`config.mk`:
```
export PLATFORM = sky130hd
export DESIGN_NAME = prng_phase_seq
export DESIGN_NICKNAME = d
export VERILOG_FILES = /design/src/rtl/prng_phase_seq.sv
export SDC_FILE = /design/constraint.sdc
export NUM_CORES = 1
export LEC_CHECK = 0
export BUFFER_PORTS_ARGS = -buffer_cell sky130_fd_sc_hd__clkbuf_2
export CAP_MARGIN = 20
export CORE_ASPECT_RATIO = 1.4
export CORE_MARGIN = 2
export CORE_UTILIZATION = 25
export DETAILED_ROUTE_END_ITERATION = 12
export GPL_TIMING_DRIVEN = 0
export PLACE_DENSITY = 0.43
export SYNTH_ARGS = -nofsm -noshare
export SYNTH_HDL_FRONTEND = slang
export SYNTH_SLANG_ARGS = --single-unit
```
`constraint.sdc`:
```
create_clock -name clk -period 1.35 [get_ports clk]
set_input_delay 0.135 -clock clk [delete_from_list [all_inputs] [get_ports clk]]
set_output_delay 0.135 -clock clk [all_outputs]
set_load 0.02 [all_outputs]
```
`src/rtl/prng_phase_seq.sv`:
```
module prng_phase_seq #(
  parameter bit          TIMER_LFSR  = 1'b1,
  parameter int unsigned LOAD_CYCLES = 18,
  parameter int unsigned INIT_CYCLES = 36,
  parameter int unsigned OUT_PERIOD  = 5
) (
  input  logic       clk,
  input  logic       rst,
  output logic       load_o,
  output logic       init_o,
  output logic       run_o,
  output logic       ce3_o,
  output logic       valid_o,
  output logic [5:0] timer_o
);

  localparam int unsigned TW = 6;
  localparam int unsigned PW = (OUT_PERIOD > 1) ? $clog2(OUT_PERIOD) : 1;
  localparam logic [TW-1:0] SEED = TIMER_LFSR ? {TW{1'b1}} : '0;

  function automatic logic [TW-1:0] step(input logic [TW-1:0] t);
    if (TIMER_LFSR) return {t[1] ^ t[0], t[TW-1:1]};
    else            return t + 1'b1;
  endfunction

  function automatic logic [TW-1:0] code_at(input int unsigned n);
    logic [TW-1:0] t;
    t = SEED;
    for (int unsigned i = 0; i < n; i++) t = step(t);
    return t;
  endfunction

  localparam logic [TW-1:0] LOAD_EXIT = code_at(LOAD_CYCLES - 1);
  localparam logic [TW-1:0] INIT_EXIT = code_at(LOAD_CYCLES + INIT_CYCLES - 1);

  typedef enum logic [2:0] {
    PH_LOAD = 3'b100,
    PH_INIT = 3'b010,
    PH_RUN  = 3'b001
  } phase_t;

  phase_t        phase_q;
  logic [TW-1:0] timer_q;
  logic [PW-1:0] div_q;
  logic          tick;

  always_ff @(posedge clk) begin
    if (rst) timer_q <= SEED;
    else     timer_q <= step(timer_q);
  end

  always_ff @(posedge clk) begin
    if (rst) phase_q <= PH_LOAD;
    else begin
      unique case (phase_q)
        PH_LOAD: if (timer_q == LOAD_EXIT) phase_q <= PH_INIT;
        PH_INIT: if (timer_q == INIT_EXIT) phase_q <= PH_RUN;
        default: phase_q <= PH_RUN;
      endcase
    end
  end

  assign tick = (phase_q == PH_RUN) && (div_q == PW'(OUT_PERIOD - 1));

  always_ff @(posedge clk) begin
    if (rst || phase_q != PH_RUN) div_q <= '0;
    else if (tick)                div_q <= '0;
    else                          div_q <= div_q + 1'b1;
  end

  assign {load_o, init_o, run_o} = phase_q;
  assign valid_o = tick;
  assign ce3_o   = load_o | init_o | tick;
  assign timer_o = timer_q;

endmodule

```
## Yosys cells after proc, flatten, opt, wreduce, memory -nomap -nowiden

Index checks and enable logic that the tools add are counted.

| word-level totals | value |
|---|---|
| flip-flop bits (word level) | 12 |
| input port bits | 2 |
| output and inout port bits | 11 |
| word-level logic and storage cells | 23 |

| cells by class | value |
|---|---|
| $add $sub $neg | 1 |
| equal/unequal tests | 9 |
| mux-type cells | 3 |
| bitwise operators | 3 |
| reductions and logical operators | 4 |

Operators with widths:

| operator | count |
|---|---|
| $eq A6 B5 Y1 const B | 2 |
| $eq A3 B3 Y1 const B | 2 |
| $mux W3 | 2 |
| $pmux W3 S2 | 1 |
| $ne A2 B2 Y1 const B | 2 |
| $add A3 B1 Y3 const B | 1 |
| $eq A3 B1 Y1 const B | 1 |
| $eq A3 B2 Y1 const B | 1 |
| $ne A3 B1 Y1 const B | 1 |
| $or A1 B1 Y1 | 2 |
| $reduce_and A2 Y1 | 1 |
| $reduce_or A2 Y1 | 1 |
| $logic_and A1 B1 Y1 | 1 |
| $logic_or A1 B1 Y1 | 1 |
| $xor A1 B1 Y1 | 1 |

## Depth between registers and ports, before layout

| depth | value |
|---|---|
| word-level depth | 3 |
| depth in mapped cells | 5 |

## Least setup slack after synthesis

OpenSTA, ideal clock, no wires.

| timing path | value |
|---|---|
| path kind | reg2out |
| start | register phase_q[0] |
| end | output port ce3_o |
| arrival time | 1.438 ns |
| slack | -0.223 ns |
| cell stages (with the launch flop) | 4 |
| cell sequence | dfxtp_1 -> or3b_1 -> nor2_1 -> or3_1 |

| between the ends | value |
|---|---|
| longest elaborated chain between the ends | 3 |

RTL lines:

| item | RTL line | RTL |
|---|---|---|
| from (decl) | 42 | `phase_t phase_q;` |
| from (signal assigned) | 53 | `if (rst) phase_q <= PH_LOAD;` |
| from (signal assigned) | 56 | `PH_LOAD: if (timer_q == LOAD_EXIT) phase_q <= PH_INIT;` |
| from (signal assigned) | 57 | `PH_INIT: if (timer_q == INIT_EXIT) phase_q <= PH_RUN;` |
| $eq A3 B1 Y1 | 63 | `assign tick = (phase_q == PH_RUN) && (div_q == PW'(OUT_PERIOD - 1));` |
| $logic_and A1 B1 Y1 | 63 |  |
| named net valid_o | 13 | `output logic valid_o,` |
| $or A1 B1 Y1 | 73 | `assign ce3_o = load_o \| init_o \| tick;` |
| to (decl) | 12 | `output logic ce3_o,` |

The timed path passes the listed nets, and every way through them passes these cells.

## Worst setup path after layout

| timing path | value |
|---|---|
| start | register div_q[1] |
| end | output port ce3_o |

| between the ends | value |
|---|---|
| longest elaborated chain between the ends | 3 |

RTL lines:

| item | RTL line | RTL |
|---|---|---|
| from (decl) | 44 | `logic [PW-1:0] div_q;` |
| from (signal assigned) | 68 | `else div_q <= div_q + 1'b1;` |
| $eq A3 B3 Y1 | 63 |  |
| $logic_and A1 B1 Y1 | 63 |  |
| $or A1 B1 Y1 | 73 |  |

No other way between the ends.

==> results.sh <==
export IMPL_cp_max_fo=2
export IMPL_ant_nets=0
export IMPL_wl_per_cell_um=10.3
export IMPL_finClkSkew_ns=0.00468
export IMPL_cts_tree="done"
export IMPL_synth_most_common_cell="dfxtp_1"
export IMPL_r2r_setup_slack_ns=0.23
export IMPL_synth_xor_area_share=0.0183
export IMPL_synthArstFlopShare=0
export IMPL_track_usage=0.0967
export IMPL_rr_worst_depth=5
export IMPL_ioPinCount=13
export IMPL_path_clk_slew_ns=0.08
export IMPL_fin_tns_setup_ns=-0.231
export IMPL_hp_class="in2reg"
export IMPL_place_gp_congestion=0.693
export IMPL_fp_row_count=18
export IMPL_ys_ff_latch=12
export IMPL_synth_simple_gate_area_frac=0.298
export IMPL_dp_slack_ns=-0.0501
export IMPL_synth_adder_area_share=0.0785
export IMPL_maxCapViolCount=0
export IMPL_vias_per_cell=4.44
export IMPL_rsz0062_at_grt="true"
export IMPL_min_period_over_period=1.12
export IMPL_multi_input_area_um2=254
export IMPL_synthCells=48
export IMPL_die_area_mm2=0.00228
export IMPL_drive_gt1_frac=0.580
export IMPL_grt_pass1_wl_um=1500
export IMPL_regArea_um2=246
export IMPL_cp_start_kind="register"
export IMPL_drc_errors=0
export IMPL_violations="negative setup slack"
export IMPL_finalCriticalPeriod_ns=1.51
export IMPL_p_leak_nw=0.305
export IMPL_grt_overflow_total=0
export IMPL_portBuffers=12
export IMPL_die_w_um=41.0
export IMPL_route_met2_wl_um=407
export IMPL_yosys_top_cells_count="12 x dfxtp_1, 5 x inv_1, 5 x nor2_1"
export IMPL_syn_nets=53
export IMPL_crit_arrival_ns=1.38
export IMPL_cts_root_buf="clkbuf_4"
export IMPL_top_layer_used="met4"
export IMPL_cts_made_buffers=3
export IMPL_wl_met3_um=45
export IMPL_power_density_mw_per_mm2=1080
export IMPL_drt_iter0_drc=0
export IMPL_hold_slack_ns=0.0990
export IMPL_m1WireLength_um=444
export IMPL_report_final_slew_viol_count=0
export IMPL_setup_slack_ns=-0.162
export IMPL_synthFlopType="dfxtp_1"
export IMPL_dieHeight_um=55.7
export IMPL_ys_warnings_count=0
export IMPL_grt_max_degree=8
export IMPL_core_mm2=0.00178
export IMPL_routed_wl_um=914
export IMPL_tightestPinTransition_ns=0.197
export IMPL_htree_levels=1
export IMPL_yosys_top_cells_area="dfxtp_1 50%, ha_1 7.9%, or2_2 5.2%"
export IMPL_yosysTopAreaCell="dfxtp_1"
export IMPL_reg2reg_from="timer_o[1]"
export IMPL_synth_distinct_cells=19
export IMPL_timing_fmax_mhz=661
export IMPL_dp_hpwl_um=615
export IMPL_holdPathStages=2
export IMPL_r2r_end="phase_q[1]"
export IMPL_antenna_cells=0
export IMPL_synth_avg_cell_area_um2=9.96
export IMPL_yosysSeqAreaShare=0.503
export IMPL_worstHoldStart="rst"
export IMPL_clock_latency_ns=0.27
export IMPL_setup_violations=2
export IMPL_synth_area_um2=478
export IMPL_vdd_drop_max_mv=0.510
export IMPL_worst_setup_path_type="reg2out"
export IMPL_synthMuxAreaShare=0
export IMPL_synth_compound_area_frac=0.0628
export IMPL_max_slew_margin_rel=0.867
export IMPL_vias=395
export IMPL_netlist_area_leader_share=0.503
export IMPL_nFillCells=194
export IMPL_firstDrtPassIters=1
export IMPL_grt_pass1_vias=377
export IMPL_cts_buffer_depth=2
export IMPL_post_route_util=0.387
export IMPL_clock_sinks=12
export IMPL_status="finished with violations"
export IMPL_finalHoldViolCount=0
export IMPL_area_delta_synth_final_pct=44.0
export IMPL_cp_required_ns=1.22
export IMPL_min_to="phase_q[0]"
export IMPL_cp_end_kind="output pin"
export IMPL_fin_nets=75
export IMPL_antenna_found_initial=0
export IMPL_synth_top_family_by_area="simple AND/OR/NAND/NOR gates"
export IMPL_initial_utilization=0.269
export IMPL_synth_edff_count=0
## logic make-up after synthesis
kind of cell    after synthesis
compound gates                5
xor+xnor                      1
simple gates                 22
flops                        12
fa+ha+maj                     3
buf+inv                       5
## per-stage QoR
stage               std cells  cell area (um2)  power [W]
floorplan                  48              492   0.000429
global placement           80              577   0.000452
detailed placement         80              577   0.000452
CTS                        88              678   0.000756
global route               89              688   0.000784
finish                     89              688   0.000747
## worst max-delay path by stage
stage	from	endpoint	cells past startpoint
2_1_floorplan	phase_q[1]	ce3_o	3
3_3_place_gp	div_q[0]	ce3_o	6
3_5_place_dp	div_q[0]	ce3_o	6
4_1_cts	div_q[1]	ce3_o	6
5_1_grt	div_q[1]	ce3_o	6
6_report	div_q[1]	ce3_o	6
## placed cells by master, fill, tap and decap left out, types with 2 or more instances in the layout
master,instances
a21oi_1,3
buf_4,5
clkbuf_2,10
clkbuf_4,3
dfxtp_1,7
dfxtp_2,5
ha_1,2
inv_1,3
inv_2,2
nand2_1,2
nand2b_1,2
nor2_1,4
or2_2,4
## where the power goes
part / switching, W / internal, W / total [W]
sequential: 0.0000110 / 0.000367 / 0.000378
clock: 0.000127 / 0.000164 / 0.000291
combinational: 0.0000418 / 0.0000359 / 0.0000777
total: 0.000180 / 0.000567 / 0.000747
## critical path: stages, from the launching register on
cell     delay, ns
dfxtp_2       0.34
inv_2         0.05
ha_4          0.15
nand2_4       0.06
nor2_4        0.03
or3_4         0.33
buf_8         0.14
## per-layer routing
| metal | vias up | global-route usage |
|---|---|---|
| met1 | 183 | 0.131 |
| met2 | 10 | 0.118 |
| met4 | 0 | 0.0857 |
| li1 | 200 | - |
| met3 | 2 | 0.0240 |
| met5 | - | 0 |
## flip-flops by register name, indices dropped and copies added, names as in the netlist
name	flops
div_q	3
timer_o	6
phase_q	3
## area by class of cell
type | instances | area share
Clock buffer | 4 | 0.0527
Inverter | 5 | 0.0273
Multi-Input combinational cell | 31 | 0.369
Sequential cell | 12 | 0.358
Tap cell | 20 | 0.0364
Timing Repair Buffer | 17 | 0.156
## what timing repair did
item / in CTS / in global routing
resized for setup: 12 / 3
hold buffers: 0 / 0
buffers inserted: 4 / 1
endpoints found under the setup margin: 2 / 2
pin swaps: 3 / 0
Power figures use the tool's default switching activity.
